--- src/rtl/celldl_pkg.sv ---
package celldl_pkg;

    localparam int CELL_BYTES = 53;
    localparam int HDR_BYTES  = 5;
    localparam int SCR_LEN    = 43;
    localparam logic [7:0] HEC_POLY  = 8'h07;
    localparam logic [7:0] HEC_COSET = 8'h55;

    typedef enum logic [1:0] {
        ST_HUNT    = 2'd0,
        ST_PRESYNC = 2'd1,
        ST_SYNC    = 2'd2
    } dl_state_e;

    typedef struct packed {
        logic [SCR_LEN-1:0] hist;
        logic [7:0]         data;
    } x43_res_t;

    // header check value: CRC-8 over 32 bits, MSB first, with coset added
    function automatic logic [7:0] hec_of(input logic [31:0] hdr);
        logic [7:0] crc;
        logic       fb;
        crc = 8'h00;
        for (int i = 31; i >= 0; i--) begin
            fb  = crc[7] ^ hdr[i];
            crc = {crc[6:0], 1'b0};
            if (fb) crc = crc ^ HEC_POLY;
        end
        return crc ^ HEC_COSET;
    endfunction

    // self-synchronising descramble of one byte, MSB first
    function automatic x43_res_t x43_byte(input logic [SCR_LEN-1:0] hist,
                                          input logic [7:0] s);
        x43_res_t r;
        r.hist = hist;
        r.data = 8'h00;
        for (int b = 7; b >= 0; b--) begin
            r.data[b] = s[b] ^ r.hist[SCR_LEN-1];
            r.hist    = {r.hist[SCR_LEN-2:0], s[b]};
        end
        return r;
    endfunction

endpackage

--- src/rtl/celldl_hec_bank.sv ---
module celldl_hec_bank
    import celldl_pkg::*;
#(
    parameter int LANES = 4
) (
    input  logic [16*LANES-1:0] window,
    output logic [LANES-1:0]    hit
);
    localparam int WW = 16 * LANES;

    for (genvar k = 0; k < LANES; k++) begin : g_off
        localparam int TOP = WW - 1 - 8 * k;
        logic [31:0] cand_hdr;
        logic [7:0]  cand_chk;
        assign cand_hdr = window[TOP -: 32];
        assign cand_chk = window[TOP-32 -: 8];
        assign hit[k]   = (hec_of(cand_hdr) == cand_chk);
    end

endmodule

--- src/rtl/celldl_fsm.sv ---
module celldl_fsm
    import celldl_pkg::*;
#(
    parameter int LANES = 4,
    parameter int CNT_W = 4
) (
    input  logic             clk,
    input  logic             rst,
    input  logic             step,
    input  logic [LANES-1:0] hit,
    input  logic [CNT_W-1:0] alpha_thr,
    input  logic [CNT_W-1:0] delta_thr,
    output dl_state_e        state,
    output logic [LANES-1:0] lane_pass,
    output logic [LANES-1:0] lane_soc,
    output logic [LANES-1:0] lane_pay
);
    localparam int POS_W = $clog2(CELL_BYTES);

    dl_state_e        state_q, nstate;
    logic [POS_W-1:0] pos_q, npos;
    logic [CNT_W-1:0] cnt_q, ncnt;
    logic             pass_q, npass;
    logic [LANES-1:0] hdr;
    logic             checking, good, found;
    logic [CNT_W:0]   cnt_inc;
    int               ksel, lp, p4;

    always_comb begin
        hdr      = '0;
        lane_pay = '0;
        for (int k = 0; k < LANES; k++) begin
            lp = int'(pos_q) + k;
            if (lp >= CELL_BYTES) lp = lp - CELL_BYTES;
            hdr[k]      = (state_q != ST_HUNT) && (lp == 0);
            lane_pay[k] = (state_q != ST_HUNT) && (lp >= HDR_BYTES);
        end
        checking = |hdr;
        good     = |(hdr & hit);

        found = 1'b0;
        ksel  = 0;
        for (int k = LANES - 1; k >= 0; k--) begin
            if (hit[k]) begin
                found = 1'b1;
                ksel  = k;
            end
        end

        p4 = int'(pos_q) + LANES;
        if (p4 >= CELL_BYTES) p4 = p4 - CELL_BYTES;

        cnt_inc = {1'b0, cnt_q} + 1'b1;
        nstate  = state_q;
        ncnt    = cnt_q;
        npos    = POS_W'(p4);
        unique case (state_q)
            ST_HUNT: begin
                npos = '0;
                ncnt = '0;
                if (found) begin
                    nstate = ST_PRESYNC;
                    npos   = POS_W'(LANES - ksel);
                end
            end
            ST_PRESYNC: begin
                if (checking) begin
                    if (!good) begin
                        nstate = ST_HUNT;
                        ncnt   = '0;
                    end else if (cnt_inc >= {1'b0, delta_thr}) begin
                        nstate = ST_SYNC;
                        ncnt   = '0;
                    end else begin
                        ncnt = cnt_inc[CNT_W-1:0];
                    end
                end
            end
            ST_SYNC: begin
                if (checking) begin
                    if (good) begin
                        ncnt = '0;
                    end else if (cnt_inc >= {1'b0, alpha_thr}) begin
                        nstate = ST_HUNT;
                        ncnt   = '0;
                    end else begin
                        ncnt = cnt_inc[CNT_W-1:0];
                    end
                end
            end
            default: begin
                nstate = ST_HUNT;
                ncnt   = '0;
            end
        endcase

        // pass decision changes at the lane where a header starts
        npass = pass_q;
        for (int k = 0; k < LANES; k++) begin
            if (hdr[k]) npass = (nstate == ST_SYNC);
            lane_pass[k] = npass;
        end
        if (nstate == ST_HUNT) npass = 1'b0;
        lane_soc = hdr & lane_pass;
    end

    always_ff @(posedge clk) begin
        if (rst) begin
            state_q <= ST_HUNT;
            pos_q   <= '0;
            cnt_q   <= '0;
            pass_q  <= 1'b0;
        end else if (step) begin
            state_q <= nstate;
            pos_q   <= npos;
            cnt_q   <= ncnt;
            pass_q  <= npass;
        end
    end

    assign state = state_q;

endmodule

--- src/rtl/celldl_x43.sv ---
module celldl_x43
    import celldl_pkg::*;
#(
    parameter int LANES = 4
) (
    input  logic               clk,
    input  logic               rst,
    input  logic               step,
    input  logic               en,
    input  logic [LANES-1:0]   lane_pay,
    input  logic [8*LANES-1:0] din,
    output logic [8*LANES-1:0] dout
);
    localparam int DW = 8 * LANES;

    logic [SCR_LEN-1:0] hist_q, hist_n;
    x43_res_t           res;

    always_comb begin
        hist_n = hist_q;
        dout   = din;
        res    = '0;
        for (int k = 0; k < LANES; k++) begin
            if (en && lane_pay[k]) begin
                res = x43_byte(hist_n, din[DW-1-8*k -: 8]);
                hist_n = res.hist;
                dout[DW-1-8*k -: 8] = res.data;
            end
        end
    end

    always_ff @(posedge clk) begin
        if (rst)       hist_q <= '0;
        else if (step) hist_q <= hist_n;
    end

endmodule

--- src/rtl/atm_cell_delineator.sv ---
module atm_cell_delineator
    import celldl_pkg::*;
#(
    parameter int LANES = 4,
    parameter int CNT_W = 4
) (
    input  logic               clk,
    input  logic               rst,
    input  logic               in_valid,
    input  logic [8*LANES-1:0] in_data,
    input  logic               desc_en,
    input  logic [CNT_W-1:0]   alpha_thr,
    input  logic [CNT_W-1:0]   delta_thr,
    output logic               out_valid,
    output logic [8*LANES-1:0] out_data,
    output logic [LANES-1:0]   out_lane_en,
    output logic [LANES-1:0]   out_soc,
    output logic [1:0]         sync_state,
    output logic               in_sync
);
    localparam int DW = 8 * LANES;

    logic [DW-1:0]    w_q;
    logic             have_q;
    logic             step;
    logic [LANES-1:0] hit, lane_pass, lane_soc, lane_pay;
    logic [DW-1:0]    desc_data;
    dl_state_e        state;

    assign step = in_valid && have_q;

    celldl_hec_bank #(.LANES(LANES)) u_hec (
        .window ({w_q, in_data}),
        .hit    (hit)
    );

    celldl_fsm #(.LANES(LANES), .CNT_W(CNT_W)) u_fsm (
        .clk       (clk),
        .rst       (rst),
        .step      (step),
        .hit       (hit),
        .alpha_thr (alpha_thr),
        .delta_thr (delta_thr),
        .state     (state),
        .lane_pass (lane_pass),
        .lane_soc  (lane_soc),
        .lane_pay  (lane_pay)
    );

    celldl_x43 #(.LANES(LANES)) u_x43 (
        .clk      (clk),
        .rst      (rst),
        .step     (step),
        .en       (desc_en),
        .lane_pay (lane_pay),
        .din      (w_q),
        .dout     (desc_data)
    );

    always_ff @(posedge clk) begin
        if (rst) begin
            w_q         <= '0;
            have_q      <= 1'b0;
            out_valid   <= 1'b0;
            out_data    <= '0;
            out_lane_en <= '0;
            out_soc     <= '0;
        end else begin
            if (in_valid) begin
                w_q    <= in_data;
                have_q <= 1'b1;
            end
            out_valid   <= step;
            out_lane_en <= step ? lane_pass : '0;
            out_soc     <= step ? lane_soc  : '0;
            if (step) out_data <= desc_data;
        end
    end

    assign sync_state = state;
    assign in_sync    = (state == ST_SYNC);

endmodule

--- config.mk ---
export PLATFORM = sky130hd
export DESIGN_NAME = atm_cell_delineator
export DESIGN_NICKNAME = d
export VERILOG_FILES = /design/src/rtl/celldl_pkg.sv /design/src/rtl/celldl_hec_bank.sv /design/src/rtl/celldl_fsm.sv /design/src/rtl/celldl_x43.sv /design/src/rtl/atm_cell_delineator.sv
export SDC_FILE = /design/constraint.sdc
export NUM_CORES = 1
export LEC_CHECK = 0
export BUFFER_PORTS_ARGS = -buffer_cell sky130_fd_sc_hd__buf_4
export CAP_MARGIN = 20
export CORE_UTILIZATION = 40
export CTS_CLUSTER_DIAMETER = 40
export CTS_CLUSTER_SIZE = 10
export DETAILED_ROUTE_END_ITERATION = 8
export PLACE_DENSITY = 0.56
export SLEW_MARGIN = 20
export SYNTH_ARGS = -nofsm -noshare
export SYNTH_HDL_FRONTEND = slang
export SYNTH_SLANG_ARGS = --single-unit
--- constraint.sdc ---
create_clock -name clk -period 13.6 [get_ports clk]
set_clock_uncertainty 0.15 [all_clocks]
set_input_delay 2.72 -clock clk [delete_from_list [all_inputs] [get_ports clk]]
set_output_delay 2.72 -clock clk [all_outputs]
set_load 0.05 [all_outputs]
After elaboration in Yosys (flattened, before gate mapping)
Index checks and enable logic that the tools add are counted.

word-level totals
  flip-flop bits (word level) = 130
  input bits = 44
  output and inout bits = 44
  word-level logic and storage cells = 524

operators by class
  $add $sub $neg = 11
  $lt $le $gt $ge = 11
  equality and inequality tests = 9
  multiplexer cells = 171
  bitwise gates (word level) = 287
  reduce and logical (&&, ||, !) cells = 24

operators with widths
  operator                                                                number
  3-bit two-way mux                                                       128
  3-bit NOT                                                               124
  43-bit two-way mux                                                      4
  1-bit bitwise XOR                                                       136
  32-bit by 4-bit >= comparator with 1-bit output, second input constant  4
  32-bit zero test                                                        4
  32-bit two-way mux                                                      4
  32-bit by 7-bit >= comparator with 1-bit output, second input constant  3
  32-bit by 7-bit subtractor with 32-bit output, second input constant    3
  8-bit equality test                                                     4
  8-bit two-way mux                                                       4
  4-bit two-way mux                                                       6
  2-bit two-way mux                                                       11
  1-bit bitwise XOR, first input constant                                 20
  6-bit two-way mux                                                       3
  4-bit NOT                                                               4
  6-bit by 2-bit adder with 7-bit output, second input constant           2
  1-bit logical AND                                                       13
  5-bit by 4-bit >= comparator with 1-bit output                          2
  1-bit two-way mux                                                       9
  4-bit AND                                                               2
  4-bit one-hot mux with 2 select lines                                   1
  4-bit OR reduction                                                      2
  6-bit by 1-bit adder with 7-bit output, second input constant           1
  16 further kinds                                                        19

Depth between registers and ports, before layout
Gate-level depths: netlist of the first run.

  depth after elaboration = 77
  mapped depth = 21
  gate-level depth less buffers = 18

Hierarchy
A second synthesis of the first run with hierarchy kept.

second synthesis, totals
  cell total of the unflattened synthesis = 1700
  area total of the unflattened synthesis = 14268.7 µm²

modules (own cells, without submodules)
  module               times used  cells each  area each (µm²)  seq. area each (µm²)
  celldl_x43           1           685         4823.4           860.8
  celldl_hec_bank      1           349         3732.3           0.0
  atm_cell_delineator  1           273         2857.7           1481.4
  celldl_fsm           1           393         2855.2           260.2

Least setup slack after synthesis of the first run
Ideal clock, no wire load.

  kind = in2reg
  start = input port in_data[29]
  end = register out_lane_en[3]
  library setup time = 0.073 ns
  arrival = 6.355 ns
  required time = 13.377 ns
  path slack = 7.022 ns
  stages on the path = 14
  path buffers = 2
  cell sequence = clkbuf_1 -> xnor3_1 -> xor2_1 -> xor2_1 -> xnor3_2 -> xnor3_1 -> and3_1 -> o211ai_2 -> o211ai_1 -> nand2b_1 -> a221o_1 -> or4b_1 -> buf_2 -> mux2i_1

on the way
  longest elaborated chain between the ends = 30
  elaborated cells on any way between the ends = 99
  those cells by class = eq/ne: 5; mux: 45; bitwise: 48; reduce/logical: 1

ends and longest elaborated chain
  item                                       RTL line                   source
  start: declaration                         atm_cell_delineator.sv:10  input logic [8*LANES-1:0] in_data,
  1-bit bitwise XOR                          celldl_pkg.sv:26           fb = crc[7] ^ hdr[i];
  3-bit two-way mux                          celldl_pkg.sv:28           if (fb) crc = crc ^ HEC_POLY;
  3-bit NOT (no line)                        n/a
  3-bit two-way mux                          celldl_pkg.sv:28
  3-bit NOT (no line)                        n/a
  3-bit two-way mux                          celldl_pkg.sv:28
  1-bit bitwise XOR                          celldl_pkg.sv:26
  3-bit two-way mux                          celldl_pkg.sv:28
  (+9 left out)                              n/a
  3-bit two-way mux                          celldl_pkg.sv:28
  8-bit equality test                        celldl_hec_bank.sv:17      assign hit[k] = (hec_of(cand_hdr) == cand_chk);
  1-bit two-way mux (4 in series)            celldl_fsm.sv:44           if (hit[k]) begin
  2-bit two-way mux                          celldl_fsm.sv:61           if (found) begin
  2-bit one-hot mux with 3 select lines (*)  celldl_fsm.sv:57           unique case (state_q)
  2-bit equality test (*)                    celldl_fsm.sv:100          if (hdr[k]) npass = (nstate == ST_SYNC);
  1-bit two-way mux (3 in series)            celldl_fsm.sv:100
  1-bit two-way mux (*)                      celldl_fsm.sv:100
  end signal: assignment                     atm_cell_delineator.sv:74  out_lane_en <= step ? lane_pass : '0;
  end: declaration                           atm_cell_delineator.sv:16  output logic [LANES-1:0] out_lane_en,

Every way passes the cells marked *; elsewhere a longest branch is shown, timed or not.
A chain may end at the register's enable or synchronous reset.

Worst setup path after layout of the first run
  start = input port in_data[30]
  end = register out_lane_en[3]

on the way
  longest elaborated chain between the ends = 31
  elaborated cells on any way between the ends = 107
  those cells by class = eq/ne: 5; mux: 48; bitwise: 53; reduce/logical: 1

ends and longest elaborated chain
  item                                       RTL line
  1-bit bitwise XOR                          celldl_pkg.sv:26
  3-bit two-way mux                          celldl_pkg.sv:28
  3-bit NOT (no line)                        n/a
  3-bit two-way mux                          celldl_pkg.sv:28
  3-bit NOT (no line)                        n/a
  3-bit two-way mux                          celldl_pkg.sv:28
  1-bit bitwise XOR                          celldl_pkg.sv:26
  3-bit two-way mux                          celldl_pkg.sv:28
  (+10 left out)                             n/a
  4-bit NOT (no line)                        n/a
  8-bit equality test                        celldl_hec_bank.sv:17
  1-bit two-way mux (4 in series)            celldl_fsm.sv:44
  2-bit two-way mux                          celldl_fsm.sv:61
  2-bit one-hot mux with 3 select lines (*)  celldl_fsm.sv:57
  2-bit equality test (*)                    celldl_fsm.sv:100
  1-bit two-way mux (3 in series)            celldl_fsm.sv:100
  1-bit two-way mux (*)                      celldl_fsm.sv:100

Marks and branches as above.

==> qor.log, run 1 <==
INFO  synthesis      yosysWarnings=0
INFO  clock_network  post_cts_gate_resize_count=0
INFO  pwr            internal_dissipation=0.001153W
INFO  drt            detailroute.via_count=10,360
INFO  clock_network  clock-root-buffer=sky130_fd_sc_hd__clkbuf_16
INFO  critical_path  crit_path_max_incr_delay=0.68ns
INFO  clock_network  worstSkewPairLatency=0.44ns
INFO  final_layout   fraction_of_layout_cells_with_a_size_suffix_above_1=12.11%
INFO  global_routing gr-usage-all-layers=23.94%
INFO  floorplan      die_height=176.2um
INFO  global_routing wire_length_of_the_first_global_routing_pass=57.11mm
INFO  critical_path  worstRegToRegCells=15
INFO  final_layout   flow.area_growth_from_synthesis=11.40%
INFO  drt            drt_drc_violations_left=0
INFO  clock_network  tritoncts_num_sinks=130
INFO  clock_network  clock_tree.htree_level_count=4
INFO  drt            detail-route-antenna-nets=0
INFO  floorplan      die_area=31,040um^2
INFO  timing         finalHoldViolations=0
INFO  final_layout   antenna_cells_inserted=0
INFO  floorplan      initial_utilization=40.83%
INFO  place          port-buffer-count=87
INFO  critical_path  worst-endpoint-required=13.81ns
INFO  floorplan      die_x=176.2um
INFO  synthesis      portion_of_the_post_synthesis_area_used_by_sequential_elements=21.45%
INFO  clock_network  numCtsBuffers=17
INFO  critical_path  worstPathMaxFanout=8
INFO  drt            drt-vias-per-instance=5.697
INFO  critical_path  setup.worst_path.start_class=primary input
INFO  timing         unrepaired_setup_endpoints_after_global_routing=no
INFO  global_routing grt-ovfl-total=0
INFO  drt            dr.pass1.iters=5
INFO  worst_hold_path hold_start=u_x43.hist_q[18]$_SDFFE_PP0P_
INFO  outcome        outcome=finished, final reports clean
INFO  timing         setup_viol_count_final=0
INFO  critical_path  timing.critical_path.mode_cell=sky130_fd_sc_hd__xnor3_2
INFO  critical_path  slowest_stage=sky130_fd_sc_hd__or4b_1
INFO  pwr            vdd_ir_drop_max=0.0001170V
INFO  synthesis      synthesis.instances=1,415
INFO  pwr            power.net_switching=0.0006768W
INFO  clock_network  clk_pin_slew=0.06ns
INFO  drt            routed_wire_length_per_instance=20.18um
INFO  critical_path  path_cells=buf_4, xnor3_2, xnor3_2, xor3_2, xnor3_1, xnor2_1, and3_1, o2111ai_2, nor2_1, nor4_4, a2111oi_1, or4b_1, mux2i_1
INFO  synthesis      postSynthRegisterBits=130
INFO  timing         totalNegativeSetupSlack=0ns
INFO  synthesis      syn-cell-area=12,130um^2
INFO  critical_path  reg2reg_slack=7.35ns
INFO  synthesis      synth_async_sr_flop_share=0%
INFO  synthesis      synth_cell_types=75
INFO  pwr            share_of_power_burned_in_the_clock_network=25.1%
INFO  critical_path  arrival=6.79ns
INFO  place          globalplace.congestion=0.8674
INFO  synthesis      postSynth.topFlopCell=sky130_fd_sc_hd__dfxtp_1
INFO  pwr            share_seq_of_total_power=23.3%
INFO  synthesis      post_synth.cell_area_avg=8.575um^2
INFO  pwr            switching_part_of_the_total=36.98%
INFO  worst_hold_path worst_hold_path.endpoint=u_x43.hist_q[18]$_SDFFE_PP0P_
INFO  timing         report.final.slew_viol_count=0
INFO  critical_path  crit-reg2reg-launch=u_fsm.pos_q[2]$_SDFFE_PP0P_
INFO  global_routing largest_net_degree_at_the_start_of_global_routing=99
INFO  place          hpwl=25.79mm
INFO  final_layout   layout.nets=1,490
INFO  floorplan      io-pin-count=88
INFO  pwr            leakagePower=5.415nW
INFO  synthesis      postSynthNetCount=1,490
INFO  job            cap_viol_max_count=0
INFO  timing         worst_slew_margin_rel=30.00%
INFO  clock_network  cts_tree=done
INFO  final_layout   final_design_area_no_fill=13,520um^2
INFO  global_routing antenna_found_initial=0
INFO  timing         maximum_frequency_from_static_timing_analysis=152.0MHz
INFO  timing         fin_crit=6.579ns
INFO  drt            drt-initial-drc-count=776
INFO  pwr            comb_power_share=51.6%
INFO  clock_network  ctsLongestPathBuffers=2
INFO  worst_hold_path worst_hold_path_type=reg -> reg
INFO  critical_path  worst_r2r_endpoint=u_x43.hist_q[39]$_SDFFE_PP0P_
INFO  place          placed_cell_area=12,950um^2
INFO  floorplan      rows=63
INFO  clock_network  post_cts_buffers=0
INFO  drt            drt-total-wl=36.68mm
INFO  synthesis      synth_enable_flop_cells=0
INFO  timing         post-route-period-util=48.37%
INFO  global_routing grt_pass1_vias=9,770
INFO  worst_hold_path min_path_cells=2
INFO  floorplan      core-area=29,720um^2
INFO  critical_path  criticalPathCategory=in -> reg
INFO  pwr            power.density=135.4nW/um^2
INFO  critical_path  nature_of_the_critical_path_endpoint=register
INFO  timing         worst_slew_pin_tran=1.050ns
INFO  clock_network  cts_hold_buf=0
[cell usage in the layout (no fill, tap or decap), types with 13 or more instances in the layout]
cell / instances
sky130_fd_sc_hd__ha_1: 31
sky130_fd_sc_hd__buf_4: 99
sky130_fd_sc_hd__xor2_1: 73
sky130_fd_sc_hd__a311oi_1: 20
sky130_fd_sc_hd__clkbuf_16: 17
sky130_fd_sc_hd__xnor3_1: 56
sky130_fd_sc_hd__nand3_1: 32
sky130_fd_sc_hd__o221ai_1: 37
sky130_fd_sc_hd__nand2_1: 117
sky130_fd_sc_hd__mux2i_1: 66
sky130_fd_sc_hd__xnor2_1: 125
sky130_fd_sc_hd__nor2_1: 115
sky130_fd_sc_hd__dfxtp_1: 130
sky130_fd_sc_hd__mux2_2: 16
sky130_fd_sc_hd__o21ai_0: 61
sky130_fd_sc_hd__nand2b_1: 51
sky130_fd_sc_hd__o22ai_1: 22
sky130_fd_sc_hd__a21oi_1: 98
sky130_fd_sc_hd__a211oi_1: 33
sky130_fd_sc_hd__xor3_1: 13
sky130_fd_sc_hd__inv_1: 22
sky130_fd_sc_hd__or3_1: 26
sky130_fd_sc_hd__nor3_1: 20
[worst max-delay path by stage]
stage / depth (start not counted) / slack (ns) / start / endpoint
2_1_floorplan: 14 / 7.02 / in_data[29] / out_lane_en[3]$_SDFF_PP0_
3_3_place_gp: 13 / 6.66 / in_data[30] / out_lane_en[2]$_SDFF_PP0_
3_5_place_dp: 13 / 6.58 / in_data[30] / out_lane_en[3]$_SDFF_PP0_
4_1_cts: 13 / 7.02 / in_data[30] / out_lane_en[3]$_SDFF_PP0_
5_1_grt: 13 / 6.82 / in_data[30] / out_lane_en[3]$_SDFF_PP0_
6_report: 13 / 7.02 / in_data[30] / out_lane_en[3]$_SDFF_PP0_
[Yosys cell counts, types with 34 or more instances]
master	count	area share [%]
sky130_fd_sc_hd__a211oi_1	34	2.1
sky130_fd_sc_hd__a21oi_1	98	4.0
sky130_fd_sc_hd__clkbuf_1	86	2.7
sky130_fd_sc_hd__dfxtp_1	130	21
sky130_fd_sc_hd__mux2i_1	66	5.4
sky130_fd_sc_hd__nand2_1	118	3.7
sky130_fd_sc_hd__nand2b_1	51	2.6
sky130_fd_sc_hd__nor2_1	115	3.6
sky130_fd_sc_hd__o21ai_0	61	2.5
sky130_fd_sc_hd__o221ai_1	37	2.7
sky130_fd_sc_hd__xnor2_1	126	9.1
sky130_fd_sc_hd__xnor3_1	56	10
sky130_fd_sc_hd__xor2_1	73	5.3
[sequential cells by signal, indices dropped and copies added (netlist names)]
signal	count
have_q	1
u_fsm.pass_q	1
u_fsm.pos_q	6
u_fsm.state	2
out_valid	1
u_x43.hist_q	43
u_fsm.cnt_q	4
out_soc	4
out_data	32
w_q	32
out_lane_en	4
[cell families after synthesis]
logic type,count (synthesis),synth area share (%)
AND/OR/NAND/NOR,417,16.63
AO/OA/AOI/OAI,335,18.12
XOR/XNOR,278,28.98
buffers and inverters,141,4.619
flip-flops,130,21.45
multiplexers,82,6.929
adder cells (fa/ha/maj),32,3.279
[power groups by stage]
stage               Clock, W  Sequential (W)  Combinational (W)
finish              0.000459        0.000427           0.000944
global route        0.000482        0.000428            0.00102
CTS                 0.000467        0.000426           0.000943
detailed placement         0        0.000435           0.000938
global placement           0        0.000434           0.000926
floorplan                  0        0.000430           0.000783
[critical path: cells and delay by family]
kind	cells	cell delay, ns
compound gates	2	0.45
xor+xnor	5	1.96
buf+inv	1	0.11
mux	1	0.20
simple gates	4	1.34
[metrics by stage]
step           setup WS, ns  hold slack [ns]  cells  util, %  power, W
3_5_place_dp          6.579           0.3285   1786    43.58  0.001373
4_1_cts               7.025           0.3367   1818    45.49  0.001835
5_1_grt               6.820           0.3524   1818    45.49  0.001930
6_report              7.021           0.3361   1818    45.49  0.001830
3_3_place_gp          6.660           0.3212   1786    43.58  0.001360
2_1_floorplan         7.022           0.2986   1415        -  0.001213
[metal layers]
layer	track usage [%]	part of all wire (%)
met5	0	0
met4	5.399	1.2
met3	2.735	5.7
met2	38.70	47
met1	33.97	46
[cell type report]
class	instances	area, um^2
tap	390	488.0
inverter	23	86.33
sequential	130	2603
timing repair buffer	99	743.2
clock buffer	19	442.9
multi-input combinational	1144	9031
clock inverter	13	123.9
fill	2866	16200
No activity file was read; power rests on OpenSTA's default activity.
==> run 2, diff against run 1 <==
PLACE_DENSITY = 0.58   (was 0.56)
clock period = 5.9 ns   (was 13.6 ns; I/O delays follow)
==> run 2 against run 1 <==
Die area is the same. Worst setup slack lost 6.4 ns. Total power grew 130%. Non-clock buffer count grew 25. Sequential power grew 130%. Design area grew 1.4%. Largest cell class unchanged.
==> qor.log, run 2 (synthesis results as in run 1) <==
INFO  critical_path  worstRegToRegCells=14 [-1]
INFO  drt            dr.pass1.iters=5 [unchanged]
INFO  clock_network  clk_pin_slew=0.07ns [about the same]
INFO  floorplan      die_x=176.2um [unchanged]
INFO  final_layout   flow.area_growth_from_synthesis=12.93%
INFO  timing         fin_crit=5.251ns
INFO  timing         worst_slew_margin_rel=32.74% [+2.7 points]
INFO  drt            drt-initial-drc-count=980 [+26%]
INFO  place          hpwl=26.30mm [+2.0%]
INFO  clock_network  post_cts_buffers=0 [unchanged]
INFO  global_routing grt-ovfl-total=0 [unchanged]
INFO  floorplan      core-area=29,720um^2 [unchanged]
INFO  drt            drt_drc_violations_left=0 [unchanged]
INFO  final_layout   final_cell_mix=sky130_fd_sc_hd__dfxtp_1 (130), sky130_fd_sc_hd__xnor2_1 (125), sky130_fd_sc_hd__buf_4 (122), sky130_fd_sc_hd__nand2_1 (117), sky130_fd_sc_hd__nor2_1 (115)
INFO  worst_hold_path min_path_cells=2 [unchanged]
INFO  clock_network  worstSkewPairLatency=0.43ns [about the same]
INFO  clock_network  numCtsBuffers=17 [unchanged]
INFO  critical_path  nature_of_the_critical_path_endpoint=register
INFO  global_routing gr-usage-all-layers=23.87% [-0.074 points]
INFO  floorplan      die_area=31,040um^2 [unchanged]
INFO  timing         post-route-period-util=89.00%
INFO  timing         finalHoldViolations=0 [unchanged]
INFO  place          preCtsSetupSlack=0.4761ns [-6.103 ns]
INFO  place          port-buffer-count=87 [unchanged]
INFO  final_layout   top_reg_by_flops=u_x43.hist_q
INFO  clock_network  cts_tree=done
INFO  pwr            power.density=305.0nW/um^2 [+130%]
INFO  critical_path  worst-path-buf-inv=2 [+1]
INFO  pwr            share_seq_of_total_power=23.2% [about the same]
INFO  pwr            vdd_ir_drop_max=0.0002356V [+100%]
INFO  clock_network  clock_tree.htree_level_count=4 [unchanged]
INFO  critical_path  worst_r2r_endpoint=out_lane_en[2]$_SDFF_PP0_
INFO  outcome        outcome=finished, final reports clean
INFO  drt            routed_wire_length_per_instance=19.98um [-0.99%]
INFO  floorplan      die_height=176.2um [unchanged]
INFO  floorplan      io-pin-count=88 [unchanged]
INFO  global_routing antenna_found_initial=1 [+1]
INFO  worst_hold_path worst_hold_path_type=reg -> reg
INFO  critical_path  reg2reg_slack=0.65ns [-6.70 ns]
INFO  final_layout   antenna_cells_inserted=0 [unchanged]
INFO  final_layout   fraction_of_layout_cells_with_a_size_suffix_above_1=13.64% [+1.5 points]
INFO  critical_path  worst-endpoint-required=6.11ns [-7.70 ns]
INFO  job            cap_viol_max_count=0 [unchanged]
INFO  critical_path  slowest_stage=sky130_fd_sc_hd__o311ai_1
INFO  critical_path  setup.worst_path.start_class=register
INFO  timing         worst_slew_pin_tran=1.009ns [-0.04109 ns]
INFO  drt            drt-total-wl=36.80mm [+0.32%]
INFO  pwr            internal_dissipation=0.002621W [+130%]
INFO  critical_path  path_cells=inv_1, ha_1, inv_1, o21ai_0, nand2_1, ha_1, nor3b_1, a22oi_1, o311ai_1, nand3_1, a21o_1, a221o_1, or4b_1, mux2i_1
INFO  global_routing wire_length_of_the_first_global_routing_pass=56.69mm [-0.74%]
INFO  timing         totalNegativeSetupSlack=0ns [unchanged]
INFO  pwr            power.net_switching=0.001558W [+130%]
INFO  global_routing largest_net_degree_at_the_start_of_global_routing=98 [-1.0%]
INFO  final_layout   layout_commonest_cell=sky130_fd_sc_hd__dfxtp_1
INFO  floorplan      rows=63 [unchanged]
INFO  pwr            switching_part_of_the_total=37.28% [+0.29 points]
INFO  floorplan      initial_utilization=40.83% [unchanged]
INFO  pwr            share_of_power_burned_in_the_clock_network=24.4% [-0.7 points]
INFO  timing         final_critical_path_setup_slack=0.6490ns [-6.372 ns]
INFO  clock_network  post_cts_gate_resize_count=0 [unchanged]
INFO  final_layout   fill_cells=2,882 [+0.56%]
INFO  clock_network  cts_hold_buf=0 [unchanged]
INFO  final_layout   layout.nets=1,515 [+1.7%]
INFO  worst_hold_path hold_start=u_x43.hist_q[12]$_SDFFE_PP0P_
INFO  worst_hold_path worst_hold_path.endpoint=u_x43.hist_q[12]$_SDFFE_PP0P_
INFO  critical_path  crit-reg2reg-launch=u_fsm.pos_q[2]$_SDFFE_PP0P_
INFO  timing         report.final.slew_viol_count=0 [unchanged]
INFO  drt            detailroute.via_count=10,640 [+2.8%]
INFO  pwr            leakagePower=5.541nW [+2.3%]
INFO  critical_path  arrival=5.46ns [-1.33 ns]
INFO  critical_path  timing.critical_path.max_delay_family=compound AO/OA/AOI/OAI gates
INFO  critical_path  criticalPathCategory=reg -> reg
INFO  final_layout   final_core_utilization=46.11% [+0.62 points]
INFO  clock_network  tritoncts_num_sinks=130 [unchanged]
INFO  place          globalplace.congestion=0.8796 [+1.4%]
INFO  timing         hold_slack=0.3378ns [+0.001705 ns]
INFO  drt            detail-route-antenna-nets=0 [unchanged]
INFO  clock_network  clock-root-buffer=sky130_fd_sc_hd__clkbuf_16
INFO  timing         setup_viol_count_final=0 [unchanged]
INFO  final_layout   top_regs=u_x43.hist_q (43), out_data (32), w_q (32)
INFO  drt            drt-vias-per-instance=5.779 [+1.4%]
INFO  critical_path  worstPathMaxFanout=14 [+6]
INFO  pwr            comb_power_share=52.4% [+0.8 points]
INFO  critical_path  crit_path_max_incr_delay=0.84ns [+0.16 ns]
INFO  final_layout   largest_register_ffs=43 [unchanged]
INFO  timing         unrepaired_setup_endpoints_after_global_routing=no
INFO  global_routing grt_pass1_vias=9,828 [+0.59%]
INFO  timing         maximum_frequency_from_static_timing_analysis=190.4MHz
INFO  clock_network  ctsLongestPathBuffers=2 [unchanged]
[run 2: how the worst max path moves through the flow]
stage                                            from                   endpoint  slack, ns  cells past startpoint
after floorplan                           in_data[29]  out_lane_en[3]$_SDFF_PP0_       0.86                     14
after global placement                    in_data[30]  out_lane_en[2]$_SDFF_PP0_       0.51                     13
after detailed placement                  in_data[30]  out_lane_en[3]$_SDFF_PP0_       0.48                     13
after CTS                 u_fsm.pos_q[2]$_SDFFE_PP0P_  out_lane_en[3]$_SDFF_PP0_       0.69                     14
after global routing      u_fsm.pos_q[2]$_SDFFE_PP0P_  out_lane_en[2]$_SDFF_PP0_       0.25                     14
final                     u_fsm.pos_q[2]$_SDFFE_PP0P_  out_lane_en[2]$_SDFF_PP0_       0.65                     14
[run 2: worst reg2reg max path, cell delays in order (launching register included)]
cell                       delay, ns
sky130_fd_sc_hd__dfxtp_1        0.70
sky130_fd_sc_hd__inv_1          0.30
sky130_fd_sc_hd__ha_1           0.50
sky130_fd_sc_hd__inv_1          0.15
sky130_fd_sc_hd__o21ai_0        0.32
sky130_fd_sc_hd__nand2_1        0.10
sky130_fd_sc_hd__ha_1           0.28
sky130_fd_sc_hd__nor3b_1        0.20
sky130_fd_sc_hd__a22oi_1        0.20
sky130_fd_sc_hd__o311ai_1       0.84
sky130_fd_sc_hd__nand3_1        0.15
sky130_fd_sc_hd__a21o_1         0.22
sky130_fd_sc_hd__a221o_1        0.28
sky130_fd_sc_hd__or4b_1         0.62
sky130_fd_sc_hd__mux2i_1        0.18
[run 2: final cells by class]
class / count / area [um^2] / area share, %
clock buffer: 18 / 439.2 / 3.205
clock inverter: 13 / 100.1 / 0.7305
inverter: 23 / 86.33 / 0.6300
multi-input combinational: 1144 / 9031 / 65.91
sequential: 130 / 2603 / 18.99
tap: 390 / 488.0 / 3.561
timing repair buffer: 124 / 955.9 / 6.976
[run 2: per-layer routing]
layer	vias up	global-route usage [%]	wire, um
met3	62	4.543	2411
met1	5139	33.12	17040
li1	5099	-	-
met5	-	0	0
met4	0	8.732	1128
met2	344	36.58	16230
[run 2: through the flow]
stage                     power (W)  instance area, um^2  instances
after floorplan            0.002797                12130       1415
after global placement     0.003143                13160       1811
after detailed placement   0.003168                13160       1811
after CTS                  0.004190                13700       1842
after global routing       0.004401                13700       1842
final                      0.004179                13700       1842
[run 2: power groups by stage]
stage / sequential (W) / clock, W / combinational [W]
6_report: 0.000969 / 0.00102 / 0.00219
5_1_grt: 0.000973 / 0.00107 / 0.00236
4_1_cts: 0.000968 / 0.00103 / 0.00219
3_5_place_dp: 0.000988 / 0 / 0.00218
3_3_place_gp: 0.000988 / 0 / 0.00215
2_1_floorplan: 0.000991 / 0 / 0.00181
==> run 3, diff against run 2 <==
PLACE_DENSITY = 0.56   (was 0.58)
clock period = 5.6 ns   (was 5.9 ns; I/O delays follow)
==> run 3 against run 2 <==
Highest routed layer unchanged. Via count fell by 1.2%. Design area up 0.53%. Combinational power is 6% higher. Utilization rose by 0.24 points.
==> qor.log, run 3 (synthesis results as in run 1) <==
INFO  outcome        outcome=finished, final reports clean
INFO  job            cap_viol_max_count=0 [unchanged]
INFO  critical_path  worst-endpoint-required=5.80ns [-0.31 ns]
INFO  clock_network  clock_tree.htree_level_count=4 [unchanged]
INFO  final_layout   antenna_cells_inserted=0 [unchanged]
INFO  clock_network  worstSkewPairLatency=0.43ns [about the same]
INFO  worst_hold_path hold_start=u_x43.hist_q[11]$_SDFFE_PP0P_
INFO  drt            detail-route-antenna-nets=0 [unchanged]
INFO  worst_hold_path worst_hold_path_type=reg -> reg
INFO  global_routing wire_length_of_the_first_global_routing_pass=58.02mm [+2.3%]
INFO  clock_network  cts_tree=done
INFO  clock_network  post_cts_buffers=0 [unchanged]
INFO  timing         unrepaired_setup_endpoints_after_global_routing=no
INFO  timing         post-route-period-util=90.13% [+1.1 points]
INFO  floorplan      die_height=176.2um [unchanged]
INFO  clock_network  clock-root-buffer=sky130_fd_sc_hd__clkbuf_16
INFO  critical_path  crit-reg2reg-launch=u_fsm.pos_q[2]$_SDFFE_PP0P_
INFO  timing         finalHoldViolations=0 [unchanged]
INFO  timing         maximum_frequency_from_static_timing_analysis=198.1MHz [+4.0%]
INFO  critical_path  worst_r2r_endpoint=out_lane_en[1]$_SDFF_PP0_
INFO  critical_path  path_cells=buf_4, ha_1, nor2b_1, xnor2_1, a21oi_1, nand2_1, ha_1, nand2b_1, o32ai_1, a21oi_1, nand4b_1, o311ai_1, nand3_1, a21o_1, a221o_1, or4b_1, mux2i_1
INFO  worst_hold_path min_path_cells=2 [unchanged]
INFO  place          globalplace.congestion=0.8755 [-0.47%]
INFO  global_routing grt-ovfl-total=0 [unchanged]
INFO  critical_path  crit_path_max_incr_delay=0.62ns [-0.22 ns]
INFO  floorplan      die_x=176.2um [unchanged]
INFO  final_layout   flow.area_growth_from_synthesis=13.53%
INFO  final_layout   top_regs=u_x43.hist_q (43), out_data (32), w_q (32)
INFO  worst_hold_path worst_hold_path.endpoint=u_x43.hist_q[11]$_SDFFE_PP0P_
INFO  final_layout   layout.nets=1,522 [+0.46%]
INFO  global_routing largest_net_degree_at_the_start_of_global_routing=82 [-16%]
INFO  critical_path  setup.worst_path.start_class=register
INFO  pwr            vdd_ir_drop_max=0.0002384V [+1.2%]
INFO  floorplan      rows=63 [unchanged]
INFO  global_routing gr-usage-all-layers=24.36% [+0.50 points]
INFO  pwr            leakagePower=5.583nW [+0.76%]
INFO  clock_network  ctsLongestPathBuffers=2 [unchanged]
INFO  critical_path  reg2reg_slack=0.55ns [-0.10 ns]
INFO  clock_network  clk_pin_slew=0.06ns [about the same]
INFO  critical_path  arrival=5.25ns [-0.21 ns]
INFO  critical_path  criticalPathCategory=reg -> reg
INFO  drt            drt-vias-per-instance=5.685 [-1.6%]
INFO  critical_path  crit_path_start=u_fsm.pos_q[2]$_SDFFE_PP0P_
INFO  critical_path  slowest_stage=sky130_fd_sc_hd__or4b_1
INFO  critical_path  worstRegToRegCells=17 [+3]
INFO  timing         totalNegativeSetupSlack=0ns [unchanged]
INFO  clock_network  post_cts_gate_resize_count=0 [unchanged]
INFO  critical_path  worstPathMaxFanout=19 [+5]
INFO  timing         worst_slew_pin_tran=0.9376ns [-0.07136 ns]
INFO  floorplan      initial_utilization=40.83% [unchanged]
INFO  final_layout   final-instance-count-excl-fill=1,850 [+0.43%]
INFO  pwr            power.density=325.1nW/um^2 [+6.6%]
INFO  drt            drt-total-wl=37.30mm [+1.4%]
INFO  floorplan      die_area=31,040um^2 [unchanged]
INFO  timing         report.final.slew_viol_count=0 [unchanged]
INFO  drt            drt_drc_violations_left=0 [unchanged]
INFO  critical_path  worst-path-buf-inv=1 [-1]
INFO  critical_path  nature_of_the_critical_path_endpoint=register
INFO  drt            drt-initial-drc-count=905 [-7.7%]
INFO  timing         fin_crit=5.047ns [-0.2038 ns]
INFO  place          dp.cells=1,818 [+0.39%]
INFO  floorplan      core-area=29,720um^2 [unchanged]
INFO  drt            detailroute.via_count=10,520 [-1.2%]
INFO  clock_network  cts_hold_buf=0 [unchanged]
INFO  global_routing antenna_found_initial=0 [-1]
INFO  place          port-buffer-count=87 [unchanged]
INFO  timing         setup_viol_count_final=0 [unchanged]
INFO  global_routing grt_pass1_vias=10,150 [+3.3%]
INFO  final_layout   fill_cells=2,870 [-0.42%]
INFO  clock_network  tritoncts_num_sinks=130 [unchanged]
INFO  final_layout   final_cell_mix=sky130_fd_sc_hd__dfxtp_1 (130), sky130_fd_sc_hd__buf_4 (130), sky130_fd_sc_hd__xnor2_1 (125), sky130_fd_sc_hd__nand2_1 (117), sky130_fd_sc_hd__nor2_1 (115)
INFO  final_layout   top_reg_by_flops=u_x43.hist_q
INFO  clock_network  numCtsBuffers=17 [unchanged]
INFO  place          hpwl=27.09mm [+3.0%]
INFO  drt            dr.pass1.iters=5 [unchanged]
INFO  drt            routed_wire_length_per_instance=20.16um [+0.92%]
INFO  floorplan      io-pin-count=88 [unchanged]
INFO  timing         worst_slew_margin_rel=37.50% [+4.8 points]
INFO  final_layout   largest_register_ffs=43 [unchanged]
INFO  final_layout   fraction_of_layout_cells_with_a_size_suffix_above_1=14.04% [+0.40 points]
INFO  critical_path  timing.critical_path.max_delay_family=compound AO/OA/AOI/OAI gates
[run 3: area by class of cell]
class / count / area (um^2) / area share [%]
multi-input combinational: 1144 / 9031 / 65.56
clock buffer: 18 / 429.2 / 3.115
sequential: 130 / 2603 / 18.89
tap: 390 / 488.0 / 3.542
clock inverter: 14 / 142.6 / 1.035
inverter: 23 / 86.33 / 0.6267
timing repair buffer: 131 / 996.0 / 7.230
[run 3: worst max path at each step]
| stage | endpoint | slack [ns] | cells past startpoint |
|---|---|---|---|
| after floorplan | out_lane_en[3]$_SDFF_PP0_ | 0.62 | 14 |
| after global placement | out_lane_en[2]$_SDFF_PP0_ | 0.26 | 13 |
| after detailed placement | out_lane_en[2]$_SDFF_PP0_ | 0.21 | 13 |
| after CTS | out_lane_en[2]$_SDFF_PP0_ | 0.61 | 17 |
| after global routing | out_lane_en[1]$_SDFF_PP0_ | 0.16 | 17 |
| final | out_lane_en[1]$_SDFF_PP0_ | 0.55 | 17 |
[run 3: power breakdown]
group	total [W]	internal, W	switching [W]
logic	0.00233	0.00123	0.00111
registers	0.00102	0.000957	0.0000610
clock network	0.00113	0.000625	0.000502
[run 3: metal layers]
layer  up-vias  global-route usage (%)  part of all wire, %  wire length (um)
met3        46                   3.165                  5.4              2030
met1      5068                   33.76                   46             17170
met5         -                       0                    0                 0
li1       5105                       -                    -                 -
met2       298                   38.93                   46             17160
met4         0                   8.043                  2.5               936
[run 3: worst reg2reg max path: stages (launching register included)]
cell and delay, ns:
sky130_fd_sc_hd__dfxtp_1 0.33, sky130_fd_sc_hd__buf_4 0.25, sky130_fd_sc_hd__ha_1 0.49, sky130_fd_sc_hd__nor2b_1 0.22, sky130_fd_sc_hd__xnor2_1 0.12, sky130_fd_sc_hd__a21oi_1 0.33, sky130_fd_sc_hd__nand2_1 0.09, sky130_fd_sc_hd__ha_1 0.29
sky130_fd_sc_hd__nand2b_1 0.07, sky130_fd_sc_hd__o32ai_1 0.26, sky130_fd_sc_hd__a21oi_1 0.10, sky130_fd_sc_hd__nand4b_1 0.40, sky130_fd_sc_hd__o311ai_1 0.41, sky130_fd_sc_hd__nand3_1 0.16, sky130_fd_sc_hd__a21o_1 0.22, sky130_fd_sc_hd__a221o_1 0.28
sky130_fd_sc_hd__or4b_1 0.62, sky130_fd_sc_hd__mux2i_1 0.19
[run 3: per-stage QoR]
step	total power, W	hold WS, ns	util, %	area, um^2	worst slack [ns]
2_1_floorplan	0.002946	0.2986	-	12130	0.6220
3_3_place_gp	0.003321	0.3216	44.43	13200	0.2588
3_5_place_dp	0.003352	0.3261	44.43	13200	0.2139
4_1_cts	0.004498	0.3353	46.36	13780	0.6056
5_1_grt	0.004723	0.3502	46.36	13780	0.1624
6_report	0.004479	0.3355	46.36	13780	0.5528
